File: config.mk
export PLATFORM = sky130hd
export DESIGN_NAME = cfgport_decoder
export DESIGN_NICKNAME = d
export VERILOG_FILES = /design/src/rtl/cfgport_pkg.sv /design/src/rtl/cfgport_addr_reg.sv /design/src/rtl/cfgport_target_check.sv /design/src/rtl/cfgport_fwd_ctrl.sv /design/src/rtl/cfgport_decoder.sv
export SDC_FILE = /design/constraint.sdc
export NUM_CORES = 1
export LEC_CHECK = 0
export ABC_AREA = 1
export CAP_MARGIN = 20
export CORE_MARGIN = 2
export CORE_UTILIZATION = 55
export CTS_BUF_LIST = sky130_fd_sc_hd__clkbuf_16
export DETAILED_ROUTE_END_ITERATION = 16
export DONT_BUFFER_PORTS = 1
export PLACE_DENSITY = 0.81
export SYNTH_ARGS = -nofsm -noshare
export SYNTH_HDL_FRONTEND = slang
export SYNTH_SLANG_ARGS = --single-unit
File: constraint.sdc
create_clock -name clk -period 2.2 [get_ports clk]
set_input_delay 0.44 -clock clk [delete_from_list [all_inputs] [get_ports clk]]
set_output_delay 0.44 -clock clk [all_outputs]
set_load 0.01 [all_outputs]
File: src/rtl/cfgport_pkg.sv
// Shared types and helpers for the configuration port decoder.
// Assumes a 32-bit address register in type-1 layout.
package cfgport_pkg;

    localparam int DATA_W = 32;

    typedef enum logic [1:0] {
        SZ_BYTE = 2'd0,
        SZ_HALF = 2'd1,
        SZ_WORD = 2'd2,
        SZ_BAD  = 2'd3
    } acc_size_e;

    typedef enum logic [1:0] {
        ST_IDLE = 2'd0,
        ST_FWD  = 2'd1,
        ST_RESP = 2'd2
    } ctl_state_e;

    // Right-aligned mask covering the bytes of one access size.
    function automatic logic [DATA_W-1:0] width_mask(input logic [1:0] sz);
        case (acc_size_e'(sz))
            SZ_BYTE: width_mask = DATA_W'(32'h0000_00FF);
            SZ_HALF: width_mask = DATA_W'(32'h0000_FFFF);
            default: width_mask = {DATA_W{1'b1}};
        endcase
    endfunction

endpackage

File: src/rtl/cfgport_addr_reg.sv
// Configuration address register with byte-granular merge on write and
// shifted, width-masked extraction on read.
// Assumes byte_ofs is 0..3 and that size has already been checked
// (a size code of 3 never reaches wr_en).
module cfgport_addr_reg
    import cfgport_pkg::*;
(
    input  logic              clk,
    input  logic              rst_n,
    input  logic              wr_en,
    input  logic [1:0]        byte_ofs,
    input  logic [1:0]        size,
    input  logic [DATA_W-1:0] wdata,
    output logic [DATA_W-1:0] addr_q,
    output logic [DATA_W-1:0] rd_data
);

    logic [4:0]        bit_shift;
    logic [DATA_W-1:0] lane_mask;
    logic [DATA_W-1:0] lane_data;

    // Place the access lanes at their byte position; bytes above bit 31 fall off.
    always_comb begin
        bit_shift = {byte_ofs, 3'b000};
        lane_mask = width_mask(size) << bit_shift;
        lane_data = (wdata & width_mask(size)) << bit_shift;
    end

    // Keep the register, replacing only the covered lanes on a write.
    always_ff @(posedge clk) begin
        if (!rst_n) begin
            addr_q <= '0;
        end else if (wr_en) begin
            addr_q <= (addr_q & ~lane_mask) | lane_data;
        end
    end

    // Bring the addressed bytes down to bit 0 and trim to the access width.
    always_comb begin
        rd_data = (addr_q >> bit_shift) & width_mask(size);
    end

endmodule

File: src/rtl/cfgport_target_check.sv
// Decides whether the decoded bus/device/function names a present slot.
// Assumes a single bus (bus 0) and single-function devices.
module cfgport_target_check #(
    parameter int NUM_SLOTS = 5,
    parameter int SLOT_W    = 3
) (
    input  logic [7:0]           bus_num,
    input  logic [4:0]           dev_num,
    input  logic [2:0]           func_num,
    input  logic [NUM_SLOTS-1:0] present,
    output logic                 hit,
    output logic [SLOT_W-1:0]    slot
);

    logic [NUM_SLOTS-1:0] slot_sel;

    // One comparator per slot: a device number beyond the slots selects none.
    for (genvar i = 0; i < NUM_SLOTS; i++) begin : g_slot_cmp
        assign slot_sel[i] = (dev_num == 5'(i));
    end

    // Valid only on bus 0, function 0, at a present slot.
    always_comb begin
        hit  = (bus_num == 8'd0) && (func_num == 3'd0) && (|(slot_sel & present));
        slot = dev_num[SLOT_W-1:0];
    end

endmodule

File: src/rtl/cfgport_fwd_ctrl.sv
// Access sequencer: idle -> (forward to slot) -> respond -> idle.
// Assumes dev_done is only raised while a request is outstanding.
module cfgport_fwd_ctrl
    import cfgport_pkg::*;
(
    input  logic clk,
    input  logic rst_n,
    input  logic accept,
    input  logic to_dev,
    input  logic dev_done,
    output logic ready,
    output logic done,
    output logic dev_busy
);

    ctl_state_e state_q;

    // Advance the sequence on acceptance, on slot completion and after the response.
    always_ff @(posedge clk) begin
        if (!rst_n) begin
            state_q <= ST_IDLE;
        end else begin
            case (state_q)
                ST_IDLE: if (accept) state_q <= to_dev ? ST_FWD : ST_RESP;
                ST_FWD:  if (dev_done) state_q <= ST_RESP;
                default: state_q <= ST_IDLE;
            endcase
        end
    end

    // Decode the handshake outputs from the state.
    always_comb begin
        ready    = (state_q == ST_IDLE);
        done     = (state_q == ST_RESP);
        dev_busy = (state_q == ST_FWD);
    end

endmodule

File: src/rtl/cfgport_decoder.sv
// Two-port configuration access decoder: address register at window
// offsets 0..3, data window at offsets 4..7. Data accesses go to a present
// slot or complete locally (all-ones read, dropped write).
// Assumes host inputs are held only for the accepting cycle.
module cfgport_decoder
    import cfgport_pkg::*;
#(
    parameter int NUM_SLOTS = 5,
    parameter int OFS_W     = 4,
    localparam int SLOT_W   = (NUM_SLOTS > 1) ? $clog2(NUM_SLOTS) : 1
) (
    input  logic                 clk,
    input  logic                 rst_n,
    input  logic                 host_valid,
    output logic                 host_ready,
    input  logic                 host_write,
    input  logic [OFS_W-1:0]     host_offset,
    input  logic [1:0]           host_size,
    input  logic [DATA_W-1:0]    host_wdata,
    output logic                 host_done,
    output logic                 host_unsup,
    output logic [DATA_W-1:0]    host_rdata,
    input  logic [NUM_SLOTS-1:0] dev_present,
    output logic                 dev_valid,
    output logic                 dev_write,
    output logic [SLOT_W-1:0]    dev_slot,
    output logic [7:0]           dev_reg,
    output logic [1:0]           dev_size,
    output logic [DATA_W-1:0]    dev_wdata,
    input  logic                 dev_done,
    input  logic [DATA_W-1:0]    dev_rdata
);

    localparam int WINDOW_BYTES = 8;
    localparam int DATA_PORT    = 4;

    logic              accept;
    logic              bad_acc;
    logic              is_addr_port;
    logic              tgt_hit;
    logic              to_dev;
    logic [SLOT_W-1:0] tgt_slot;
    logic [DATA_W-1:0] addr_q;
    logic [DATA_W-1:0] addr_rd;
    logic [7:0]        reg_idx;

    logic              write_q;
    logic [1:0]        size_q;
    logic [SLOT_W-1:0] slot_q;
    logic [7:0]        reg_q;
    logic [DATA_W-1:0] wdata_q;
    logic [DATA_W-1:0] resp_q;
    logic              unsup_q;

    // Classify the incoming access.
    always_comb begin
        accept       = host_valid && host_ready;
        bad_acc      = (32'(host_offset) >= WINDOW_BYTES) || (acc_size_e'(host_size) == SZ_BAD);
        is_addr_port = (32'(host_offset) < DATA_PORT);
        to_dev       = !bad_acc && !is_addr_port && tgt_hit;
        reg_idx      = {addr_q[7:2], 2'b00} + {6'd0, host_offset[1:0]};
    end

    cfgport_addr_reg u_addr (
        .clk      (clk),
        .rst_n    (rst_n),
        .wr_en    (accept && !bad_acc && is_addr_port && host_write),
        .byte_ofs (host_offset[1:0]),
        .size     (host_size),
        .wdata    (host_wdata),
        .addr_q   (addr_q),
        .rd_data  (addr_rd)
    );

    cfgport_target_check #(
        .NUM_SLOTS (NUM_SLOTS),
        .SLOT_W    (SLOT_W)
    ) u_tgt (
        .bus_num  (addr_q[23:16]),
        .dev_num  (addr_q[15:11]),
        .func_num (addr_q[10:8]),
        .present  (dev_present),
        .hit      (tgt_hit),
        .slot     (tgt_slot)
    );

    cfgport_fwd_ctrl u_ctl (
        .clk      (clk),
        .rst_n    (rst_n),
        .accept   (accept),
        .to_dev   (to_dev),
        .dev_done (dev_done),
        .ready    (host_ready),
        .done     (host_done),
        .dev_busy (dev_valid)
    );

    // Capture the request fields that the slot sees while forwarding.
    always_ff @(posedge clk) begin
        if (!rst_n) begin
            write_q <= 1'b0;
            size_q  <= 2'd0;
            slot_q  <= '0;
            reg_q   <= 8'd0;
            wdata_q <= '0;
        end else if (accept) begin
            write_q <= host_write;
            size_q  <= host_size;
            slot_q  <= tgt_slot;
            reg_q   <= reg_idx;
            wdata_q <= host_wdata;
        end
    end

    // Build the host response: local result at acceptance, slot data at completion.
    always_ff @(posedge clk) begin
        if (!rst_n) begin
            resp_q  <= '0;
            unsup_q <= 1'b0;
        end else if (accept) begin
            unsup_q <= bad_acc;
            if (bad_acc || host_write || to_dev) begin
                resp_q <= '0;
            end else if (is_addr_port) begin
                resp_q <= addr_rd;
            end else begin
                resp_q <= width_mask(host_size);
            end
        end else if (dev_valid && dev_done) begin
            resp_q <= write_q ? '0 : (dev_rdata & width_mask(size_q));
        end
    end

    // Drive the slot request and host response from the captured state.
    always_comb begin
        dev_write  = write_q;
        dev_size   = size_q;
        dev_slot   = slot_q;
        dev_reg    = reg_q;
        dev_wdata  = wdata_q;
        host_rdata = resp_q;
        host_unsup = unsup_q;
    end

endmodule

# Word level (Yosys, flattened, before mapping)
# Cells that the tools add are included.
[word_totals] ff_bits=113 elab_cells=70
[classes] add_sub_neg=1 n_lt_le_gt_ge=2 n_eq_ne=11 shift=3 n_mux=14 n_bitwise=7 reduce_logical=23
[op_table] operator="32-bit 2-to-1 mux" count=8
[op_table] operator="32-bit bitwise AND" count=4
[op_table] operator="32-bit case mux with 2 select lines" count=2
[op_table] operator="32-bit by 5-bit << shifter with 32-bit output" count=2
[op_table] operator="32-bit inverter" count=1
[op_table] operator="32-bit bitwise OR" count=1
[op_table] operator="32-bit by 5-bit right shift with 32-bit output" count=1
[op_table] operator="5-bit by 2-bit == test with 1-bit output (second input constant)" count=2
[op_table] operator="1-bit logical AND" count=9
[op_table] operator="8-bit by 2-bit adder with 8-bit output" count=1
[op_table] operator="8-bit zero test" count=1
[op_table] operator="2-bit by 1-bit == test with 1-bit output (second input constant)" count=3
[op_table] operator="2-bit zero test" count=3
[op_table] operator="2-bit 2-to-1 mux" count=3
[op_table] operator="5-bit bitwise AND" count=1
[op_table] operator="5-bit by 1-bit == test with 1-bit output (second input constant)" count=1
[op_table] operator="5-bit by 3-bit == test with 1-bit output (second input constant)" count=1
[op_table] operator="5-bit zero test" count=1
[op_table] operator="5-bit OR reduction" count=1
[op_table] operator="2-bit == test (second input constant)" count=2
[op_table] operator="4-bit >= comparator (second input constant)" count=1
[op_table] operator="4-bit by 3-bit less-than comparator with 1-bit output (second input constant)" count=1
[op_table] operator="2-bit by 1-bit != test with 1-bit output (second input constant)" count=2
[op_table] operator="2-bit case mux with 2 select lines" count=1
[op_table] operator="other kinds (5)" count=8

# Longest topological paths before layout
# Gate-level depths: netlist of the first run.
[depth] ltp_word=9 depth_mapped=10 mapped_depth_nobuf=9

# Hierarchy
# Synthesis of the first run repeated with hierarchy kept, for this count alone.
[hier_totals] cells_unflattened=978 area_unflattened_um2=6177.2
[modules_own_cells] module="cfgport_decoder" instances=1 cells_each=534 area_each_um2=3597.2 seq_area_each_um2=1581.5
[modules_own_cells] module="cfgport_addr_reg" instances=1 cells_each=395 area_each_um2=2334.7 seq_area_each_um2=640.6
[modules_own_cells] module="cfgport_target_check" instances=1 cells_each=29 area_each_um2=131.4 seq_area_each_um2=0.0
[modules_own_cells] module="cfgport_fwd_ctrl" instances=1 cells_each=20 area_each_um2=113.9 seq_area_each_um2=40.0

# Worst setup path before layout of the first run
# OpenSTA, ideal clock, no wires.
[synth_path] kind="input -> register" startpoint="input host_offset[0]" endpoint="register u_addr.addr_q[29]" setup_time_ns=0.132 t_arrival_ns=1.393 setup_slack_ns=0.674 path_stages=8 path_buffers=3 path_cell_list="buf_4 -> clkinv_1 -> buf_4 -> buf_2 -> nand3_1 -> nand3_1 -> nand3_1 -> a21oi_1"
[synth_via] elab_chain_cells=6 elab_cells_between_ends=12 cone_classes="order compare (2); shift (2); bitwise (3); reduce/logical (5)"
[synth_rtl] element="from (decl)" line="cfgport_decoder.sv:17" rtl="input logic [OFS_W-1:0] host_offset,"
[synth_rtl] element="parallel branches: the longest is 6 deep, another holds 32-bit by 5-bit << shifter with 32-bit output"
[synth_rtl] element="to (signal assigned)" line="cfgport_addr_reg.sv:34" rtl="addr_q <= (addr_q & ~lane_mask) | lane_data;"
[synth_rtl] element="to (decl)" line="cfgport_addr_reg.sv:14" rtl="output logic [DATA_W-1:0] addr_q,"
# Several ways; the timed one is not identified.
# A chain may end at the register's enable or synchronous reset.

# Worst setup path in the final report of the first run
[layout_path] startpoint="register u_ctl.state_q[0]" endpoint="register resp_q[7] (netlist: host_rdata[7])"
[layout_via] elab_chain_cells=3 elab_cells_between_ends=6 cone_classes="eq/ne (1); mux (1); reduce/logical (4)"
[layout_rtl] element="from (decl)" line="cfgport_fwd_ctrl.sv:16" rtl="ctl_state_e state_q;"
[layout_rtl] element="from (signal assigned)" line="cfgport_fwd_ctrl.sv:24" rtl="ST_IDLE: if (accept) state_q <= to_dev ? ST_FWD : ST_RESP;"
[layout_rtl] element="2-bit zero test *" line="cfgport_fwd_ctrl.sv:33" rtl="ready = (state_q == ST_IDLE);"
[layout_rtl] element="via host_ready" line="cfgport_decoder.sv:15" rtl="output logic host_ready,"
[layout_rtl] element="1-bit logical AND *" line="cfgport_decoder.sv:57" rtl="accept = host_valid && host_ready;"
[layout_rtl] element="32-bit 2-to-1 mux / 2-bit nonzero test (equally long branches)"
[layout_rtl] element="to (signal assigned)" line="cfgport_decoder.sv:125" rtl="resp_q <= addr_rd;"
[layout_rtl] element="to (signal assigned)" line="cfgport_decoder.sv:127" rtl="resp_q <= width_mask(host_size);"
[layout_rtl] element="to (signal assigned)" line="cfgport_decoder.sv:130" rtl="resp_q <= write_q ? '0 : (dev_rdata & width_mask(size_q));"
[layout_rtl] element="to (decl)" line="cfgport_decoder.sv:52" rtl="logic [DATA_W-1:0] resp_q;"
# Mark *: on every way through the listed nets, which the timed path passes. The rest lies on a longest branch.

==> impl_metrics.yaml, run 1 <==
clock_network:
  ctsResizeCount: 0
  clkTransAtPathRegs_ns: 0.06
  clk_path_buf_depth: 2
  postCtsSetupBuffers: 0
  cts-root-buf: "clkbuf_16"
  cts_tree: "yes"
  numClockSinks: 113
  cts_hold_buffers: 0
  clock_latency_ns: 0.41
  htree_levels: 4
  numCtsBuffers: 17
floorplanning:
  rows: 37
  io_pins: 162
  initial_utilization_pct: 56.3
  die_h_um: 107
  coreArea_um2: 10300
  die-area_um2: 11300
  die_w_um: 107
global_route:
  grt-ovfl-total: 0
  grt_pass1_vias: 5440
  grtUsageTotal_pct: 30.6
  grt_start_max_net_pins: 87
  grt_first_pass_wirelength_mm: 27.6
  top_usage_layer: "met2"
  antenna_found_initial: 0
  use_met2_pct: 47.3
  grtUsageMet1_pct: 40.6
  groute.layer.met3.usage_pct: 10.1
yosys:
  async_reset_ff_share_pct: 0
  ys_types: 27
  syn_inst: 894
  synth_area_um2: 5780
  yosysSeqAreaShare_pct: 39.1
  synth_fp_nets: 974
  avgSynthCellArea_um2: 6.47
  ys.flop_type: "dfxtp_1"
  yosysWarnings: 0
  synth_edf_count: 0
  synth-seq-cells: 113
setup_path:
  required_ns: 2.54
  cp_data_arrival_time_ns: 2.27
  cp_slowest_cell: "inv_1"
  start_kind: "register"
  worstSetupPathType: "reg2reg"
  critPathMaxFanout: 24
  cp_cell_sequence: "nor2_2, nand2_2, nand2_1, inv_1, a31oi_1, a21oi_1"
  cp_slowest_stage_delay_ns: 0.60
  critical_path.endpoint_type: "register"
timing:
  slew_headroom_pct: 49.3
  maxSlewViolCount: 0
  rsz0062_at_grt: "no"
  fin_crit_sh_pct: 87.9
  fin_hold_ws_ns: 0.164
  clock_skew_ns: 0.00539
  hold_violations: 0
  worst_pin_slew_ns: 0.760
  final.setup.tns_ns: 0
  clock.fmax_mhz: 517
  fin_crit_ns: 1.93
  setup_viol: 0
finish:
  layout-drive-gt1-share_pct: 7.05
  nNetsFinal: 946
  antenna_cells: 0
  final_util_pct: 61.9
  fillers: 970
  final_cell_mix: "nand2_1, nor2_1, dfxtp_1, a21oi_1, nand3_1"
  layout.cells.non_filler: 1015
  area.growth.synth_to_final_pct: 9.95
  mostFrequentLayoutCell: "nand2_1"
drt:
  drtIter0Drc: 639
  ant_nets: 0
  drc: 0
  routedWlPerCell_um: 16.9
  via_per_inst: 5.78
  vias: 5864
  wirelength_mm: 17.2
  drt_first_pass_iters: 5
worst_hold_path:
  hp-class: "in2reg"
placement:
  place_inst: 983
  hpwl_mm: 12.0
  portBuffers: 0
  place.gp.congestion: 0.948
power:
  power.density_nw_per_um2: 884
  power.leakage_nw: 2.60
  ir_drop_mv: 0.466
  p_total_w: 0.00562
job:
  drv_cap: 0
run_status:
  status: "finished, final reports clean"
-- cells in the mapped netlist (all sizes together) (9+ instances only) --
master	instances	area, um^2
a31oi	9	56.3
dfxtp	113	2260
o21ai	107	536
nand3	107	536
clkbuf	28	105
inv	66	248
buf	30	173
nor2	139	561
a21oi	110	551
nand2	175	664
-- per-layer routing --
layer	vias up	share of wire, %
met5	-	0
met2	310	45
met1	2640	44
li1	2890	-
met4	0	1.6
met3	24	10
-- metrics by stage --
| step | setup slack [ns] | instance area, um^2 |
|---|---|---|
| 2_1_floorplan | 0.674 | 5780 |
| 3_3_place_gp | 0.427 | 5770 |
| 3_5_place_dp | 0.361 | 5770 |
| 4_1_cts | 0.328 | 6360 |
| 5_1_grt | 0.112 | 6360 |
| 6_report | 0.266 | 6360 |
-- where the power goes --
group | switching, W | internal [W]
Sequential | 0.000150 | 0.00218
Clock | 0.00103 | 0.00167
Combinational | 0.000393 | 0.000192
Total | 0.00157 | 0.00405
-- critical path, delay by kind of cell (launching register included) --
| family | cells | cell delay [ns] |
|---|---|---|
| DFF | 1 | 0.41 |
| AOI/OAI and AO/OA | 2 | 0.31 |
| buffers and inverters | 1 | 0.60 |
| and+or+nand+nor | 3 | 0.52 |
-- final timing paths --
check | startpoint | slack [ns] | endpoint | cells after the start
max | u_ctl.state_q[0] | 0.27 | host_rdata[7] | 6
min | host_wdata[7] | 0.16 | u_addr.addr_q[7] | 2
max reg2reg | u_ctl.state_q[0] | 0.27 | host_rdata[7] | 6
min reg2reg | u_addr.addr_q[23] | 0.47 | u_addr.addr_q[23] | 2
-- cell families (layout without fill, tap and decap cells) --
family	Yosys count	in the layout	synth area share, %
and+or+nand+nor	424	424	31.2
AOI/OAI and AO/OA	231	231	20.5
buffers and inverters	126	111	9.22
DFF	113	113	39.1
-- final cells by class --
cell class	count	area [um^2]	area share, %
timing repair buffer	11	95.1	1.50
clock inverter	15	158	2.48
inverter	68	255	4.01
tap	136	170	2.68
multi-input combinational	655	2990	47.1
clock buffer	17	425	6.69
sequential	113	2260	35.6
Power figures use the tool's default switching activity.
==> run 2, diff against run 1 <==
--- a/config.mk
+++ b/config.mk
@@ -9,7 +9,6 @@
 export CAP_MARGIN = 20
 export CORE_MARGIN = 2
 export CORE_UTILIZATION = 55
-export CTS_BUF_LIST = sky130_fd_sc_hd__clkbuf_16
 export DETAILED_ROUTE_END_ITERATION = 16
 export DONT_BUFFER_PORTS = 1
 export PLACE_DENSITY = 0.81
==> constraint.sdc (replaced) <==
create_clock -name clk -period 2.2 [get_ports clk]
set_input_delay 0.33 -clock clk [delete_from_list [all_inputs] [get_ports clk]]
set_output_delay 0.33 -clock clk [all_outputs]
set_load 0.01 [all_outputs]
==> run 2 against run 1 <==
  * The run now ends with negative hold slack left
  * Sequential cell count did not move
  * Die area did not move
  * Global-route usage rose by 2.5 points
  * Clock power rose by 13%
  * Sequential share of layout area fell by 2.3 points
  * Maximum frequency rose by 2.9%
  * Critical path type unchanged
==> impl_metrics.yaml, run 2 (synthesis results as in run 1) <==
run_status:
  status: "finished with violations"
  violations: "negative hold slack"
global_route:
  grt-ovfl-total: 0
  grt_start_max_net_pins: 84
  grt_pass1_vias: 5720
  grt_first_pass_wirelength_mm: 29.6
  antenna_found_initial: 0
  grtUsageTotal_pct: 33.0
drt:
  ant_nets: 0
  via_per_inst: 5.97
  wirelength_mm: 18.7
  routedWlPerCell_um: 17.8
  drtIter0Drc: 804
  drc: 0
  drt_first_pass_iters: 7
  vias: 6258
setup_path:
  cp_cell_sequence: "nor2_2, nand2_2, inv_2, nand3b_4, inv_2, nand2_1, nand2_1, a21oi_1"
  cp_slowest_cell: "dfxtp_1"
  start_kind: "register"
  required_ns: 2.59
  cp_slowest_stage_delay_ns: 0.35
  path_buf_inv: 2
  critPathMaxFanout: 19
  critical_path.endpoint_type: "register"
  cp_data_arrival_time_ns: 2.27
  worstSetupPathType: "reg2reg"
  critPathTopFamily: "simple AND/OR/NAND/NOR gates"
placement:
  place_inst: 983
  place.gp.congestion: 0.988
  portBuffers: 0
  hpwl_mm: 12.2
  pre_cts_ws_ns: 0.361
finish:
  layout-drive-gt1-share_pct: 6.79
  layout.cells.non_filler: 1049
  final_util_pct: 66.0
  antenna_cells: 0
  area.growth.synth_to_final_pct: 17.4
  final_cell_mix: "nand2_1, nor2_1, dfxtp_1, a21oi_1, nand3_1"
  mostFrequentLayoutCell: "nand2_1"
  nNetsFinal: 982
power:
  internal-power_w: 0.00448
  power.density_nw_per_um2: 892
  p_seq_share_pct: 38.6
  clockPowerShare_pct: 50.2
  netSwitchingPower_w: 0.00157
  power.leakage_nw: 2.80
  ir_drop_mv: 0.711
  power_frac_comb_pct: 11.2
  p_sw_share_pct: 26.0
timing:
  slew_headroom_pct: 49.4
  maxSlewViolCount: 0
  setup_viol: 0
  rsz0062_at_grt: "no"
  clock.fmax_mhz: 532
  worst_pin_slew_ns: 0.758
  clock_skew_ns: 0.0108
  final.setup.tns_ns: 0
  hold_violations: 2
  fin_crit_ns: 1.88
  fin_crit_sh_pct: 85.4
  fin_hold_ws_ns: -0.00688
  setup_ws_ns: 0.321
job:
  drv_cap: 0
clock_network:
  postCtsSetupBuffers: 0
  clk_path_buf_depth: 2
  numCtsBuffers: 17
  ctsResizeCount: 0
  cts_tree: "yes"
  clock_latency_ns: 0.53
  numClockSinks: 113
  htree_levels: 4
  cts_hold_buffers: 36
  cts-root-buf: "clkbuf_8"
  clkTransAtPathRegs_ns: 0.06
floorplanning:
  coreArea_um2: 10300
  rows: 37
  die-area_um2: 11300
  die_w_um: 107
  initial_utilization_pct: 56.3
  die_h_um: 107
  io_pins: 162
worst_hold_path:
  hp-class: "in2reg"
run 2: cell count changes in the layout (fill, tap and decap cells not counted), moves of 3 or more:
cell | before | now
dlygate4sd3_1 | 0 | 35
clkbuf_8 | 0 | 5
clkinvlp_4 | 6 | 2
inv_6 | 4 | 0
bufinv_16 | 2 | 5
run 2: through the flow:
step	power (W)	cell area [um^2]
after global placement	0.00294	5760
after global routing	0.00624	6790
after floorplan	0.00285	5780
final	0.00605	6790
after detailed placement	0.00295	5760
after CTS	0.00602	6790
run 2: per-layer routing:
| layer | track usage [%] | wire length [um] | vias to the layer above |
|---|---|---|---|
| met3 | 9.56 | 2210 | 55 |
| met2 | 53.0 | 8610 | 448 |
| met4 | 12.0 | 535 | 3 |
| met1 | 42.3 | 7310 | 2788 |
| li1 | - | - | 2964 |
| met5 | 0 | 36 | - |
run 2: worst reg2reg max path: cells and delay by family (launching register included):
family	cells	cell delay, ns
simple gates	5	0.91
buf+inv	2	0.40
flops	1	0.35
compound gates	1	0.08
run 2: final cells by class:
type,count,area (um^2)
clock inverter,9,179
clock buffer,21,469
fill,912,3490
sequential,113,2260
tap,136,170
timing repair buffer,47,460
inverter,68,255
multi-input combinational,655,2990
run 2: power by group through the flow:
stage | clock (W) | combinational, W | sequential, W
5_1_grt | 0.00313 | 0.000756 | 0.00235
4_1_cts | 0.00303 | 0.000658 | 0.00234
3_3_place_gp | 0 | 0.000565 | 0.00238
3_5_place_dp | 0 | 0.000574 | 0.00238
6_report | 0.00304 | 0.000677 | 0.00234
2_1_floorplan | 0 | 0.000500 | 0.00235
run 2: final timing paths:
check	startpoint	endpoint	slack, ns	cells past startpoint
worst max-delay path	u_ctl.state_q[0]	u_addr.addr_q[29]	0.32	8
worst min-delay path	dev_rdata[17]	host_rdata[17]	-0.007	2
worst max register to register	u_ctl.state_q[0]	u_addr.addr_q[29]	0.32	8
worst min register to register	u_addr.addr_q[23]	u_addr.addr_q[23]	0.47	2
==> run 3, diff against run 2 <==
--- a/config.mk
+++ b/config.mk
@@ -7,11 +7,14 @@
 export LEC_CHECK = 0
 export ABC_AREA = 1
 export CAP_MARGIN = 20
+export CELL_PAD_IN_SITES_DETAIL_PLACEMENT = 1
+export CELL_PAD_IN_SITES_GLOBAL_PLACEMENT = 1
 export CORE_MARGIN = 2
-export CORE_UTILIZATION = 55
+export CORE_UTILIZATION = 47
+export CTS_CLUSTER_SIZE = 30
 export DETAILED_ROUTE_END_ITERATION = 16
 export DONT_BUFFER_PORTS = 1
-export PLACE_DENSITY = 0.81
+export PLACE_DENSITY = 0.95
 export SYNTH_ARGS = -nofsm -noshare
 export SYNTH_HDL_FRONTEND = slang
 export SYNTH_SLANG_ARGS = --single-unit
==> run 3 against run 2 <==
  * The flow now finishes without violations
  * Power down 2.8%
  * Maximum frequency down 5.4%
  * Sequential power about the same
  * First-iteration DRC count down 26%
  * Wire length up 11%
  * Via count down 1.3%
  * Critical path depth down 1
  * Register-to-register slack worse by 0.11 ns
  * Combinational power down 9.7%
  * Non-clock buffer count down 37
  * Design area down 5.7%
  * Clock power down 4%
  * Critical path type unchanged
  * Critical endpoint is now host_rdata[28]
  * Largest cell class unchanged
  * Largest power group unchanged
==> impl_metrics.yaml, run 3 (synthesis results as in run 1) <==
run_status:
  status: "finished, final reports clean"
floorplanning:
  rows: 40
  coreArea_um2: 12000
  initial_utilization_pct: 48.1
  die-area_um2: 13200
  io_pins: 162
  die_w_um: 115
  die_h_um: 115
setup_path:
  cp_data_arrival_time_ns: 2.34
  rrSetupSlack_ns: 0.21
  worstSetupEndpoint: "host_rdata[28]"
  crit_cells: 7
  critPathTopFamily: "buffers and inverters"
  startpoint: "u_ctl.state_q[0]"
  path_buf_inv: 2
  cp_cell_sequence: "nor2_2, nand2_2, buf_12, nand2_1, inv_1, a21oi_1, a21oi_1"
  start_kind: "register"
  worst_r2r_endpoint: "host_rdata[28]"
  r2r-start: "u_ctl.state_q[0]"
  cp_slowest_cell: "inv_1"
  cpMostUsedCell: "a21oi_1"
  worstSetupPathType: "reg2reg"
  critPathMaxFanout: 64
  cp_slowest_stage_delay_ns: 0.60
  required_ns: 2.55
  ff2ff_path_depth: 7
  critical_path.endpoint_type: "register"
drt:
  drtIter0Drc: 595
  via_per_inst: 6.03
  drc: 0
  wirelength_mm: 20.8
  routedWlPerCell_um: 20.3
  ant_nets: 0
  vias: 6179
  drt_first_pass_iters: 6
clock_network:
  ctsResizeCount: 0
  numCtsBuffers: 17
  cts_hold_buffers: 0
  cts-root-buf: "clkbuf_16"
  cts_tree: "yes"
  clk_path_buf_depth: 2
  clock_latency_ns: 0.43
  postCtsSetupBuffers: 0
  clkTransAtPathRegs_ns: 0.06
  numClockSinks: 113
  htree_levels: 4
finish:
  final_cell_mix: "nand2_1, nor2_1, dfxtp_1, a21oi_1, nand3_1"
  nNetsFinal: 945
  mostFrequentLayoutCell: "nand2_1"
  regArea_um2: 2260
  multi_input_area_um2: 2990
  antenna_cells: 0
  layout-drive-gt1-share_pct: 6.84
  area.growth.synth_to_final_pct: 10.7
  layout.cells.non_filler: 1024
  fillers: 1611
  final_util_pct: 53.3
worst_hold_path:
  holdPathStages: 2
  hp-class: "in2reg"
timing:
  maxSlewViolCount: 0
  hold_violations: 0
  worst_pin_slew_ns: 0.815
  rsz0062_at_grt: "no"
  setup_viol: 0
  final.setup.tns_ns: 0
  fin_crit_ns: 1.99
  slew_headroom_pct: 45.6
  clock_skew_ns: 0.0105
  clock.fmax_mhz: 503
  fin_crit_sh_pct: 90.3
global_route:
  grt_start_max_net_pins: 87
  antenna_found_initial: 0
  grt_first_pass_wirelength_mm: 33.0
  grtUsageTotal_pct: 32.1
  grt-ovfl-total: 0
  grt_pass1_vias: 6145
job:
  drv_cap: 0
placement:
  place_inst: 993
  hpwl_mm: 14.0
  portBuffers: 0
  place.gp.congestion: 0.943
power:
  power.leakage_nw: 2.64
  power.density_nw_per_um2: 920
  ir_drop_mv: 0.472
## run 3: changes by cell type in the layout (fill, tap and decap cells not counted), sizes merged
cell / delta
bufinv: -1
dlygate4sd3: -35
clkinv: +4
clkinvlp: -1
buf: -2
clkbuf: -1
## run 3: where the power goes
part	switching, W	total (W)	internal (W)
combinational	0.000419	0.000611	0.000192
sequential	0.000156	0.00234	0.00219
clock	0.000998	0.00293	0.00194
total	0.00157	0.00589	0.00431
## run 3: how the worst min path moves through the flow
stage	start	endpoint
3_5_place_dp	u_addr.addr_q[22]	u_addr.addr_q[22]
5_1_grt	rst_n	host_rdata[7]
6_report	rst_n	host_rdata[11]
4_1_cts	rst_n	u_addr.addr_q[6]
2_1_floorplan	u_addr.addr_q[21]	u_addr.addr_q[21]
3_3_place_gp	u_addr.addr_q[21]	u_addr.addr_q[21]
## run 3: per-layer routing
| metal | vias up | GRT usage, % | wire length (um) |
|---|---|---|---|
| met5 | - | 0 | 0 |
| met4 | 0 | 11.8 | 551 |
| met3 | 50 | 9.23 | 1680 |
| met2 | 258 | 52.2 | 9780 |
| met1 | 2988 | 40.7 | 8750 |
| li1 | 2883 | - | - |
## run 3: through the flow
stage | hold slack, ns | total power, W | setup slack (ns) | cell area (um^2)
after global routing | 0.0337 | 0.00611 | 0.107 | 6400
after global placement | 0.452 | 0.00294 | 0.392 | 5780
after detailed placement | 0.456 | 0.00297 | 0.213 | 5780
after floorplan | 0.441 | 0.00285 | 0.777 | 5780
after CTS | 0.0357 | 0.00588 | 0.221 | 6400
final | 0.0430 | 0.00589 | 0.213 | 6400
## run 3: area by class of cell
| cell class | count | share of cell area, % |
|---|---|---|
| Multi-Input combinational cell | 655 | 46.8 |
| Sequential cell | 113 | 35.4 |
| Clock buffer | 20 | 7.14 |
| Inverter | 68 | 3.99 |
| Tap cell | 147 | 2.87 |
| Clock inverter | 11 | 2.52 |
| Timing Repair Buffer | 10 | 1.37 |
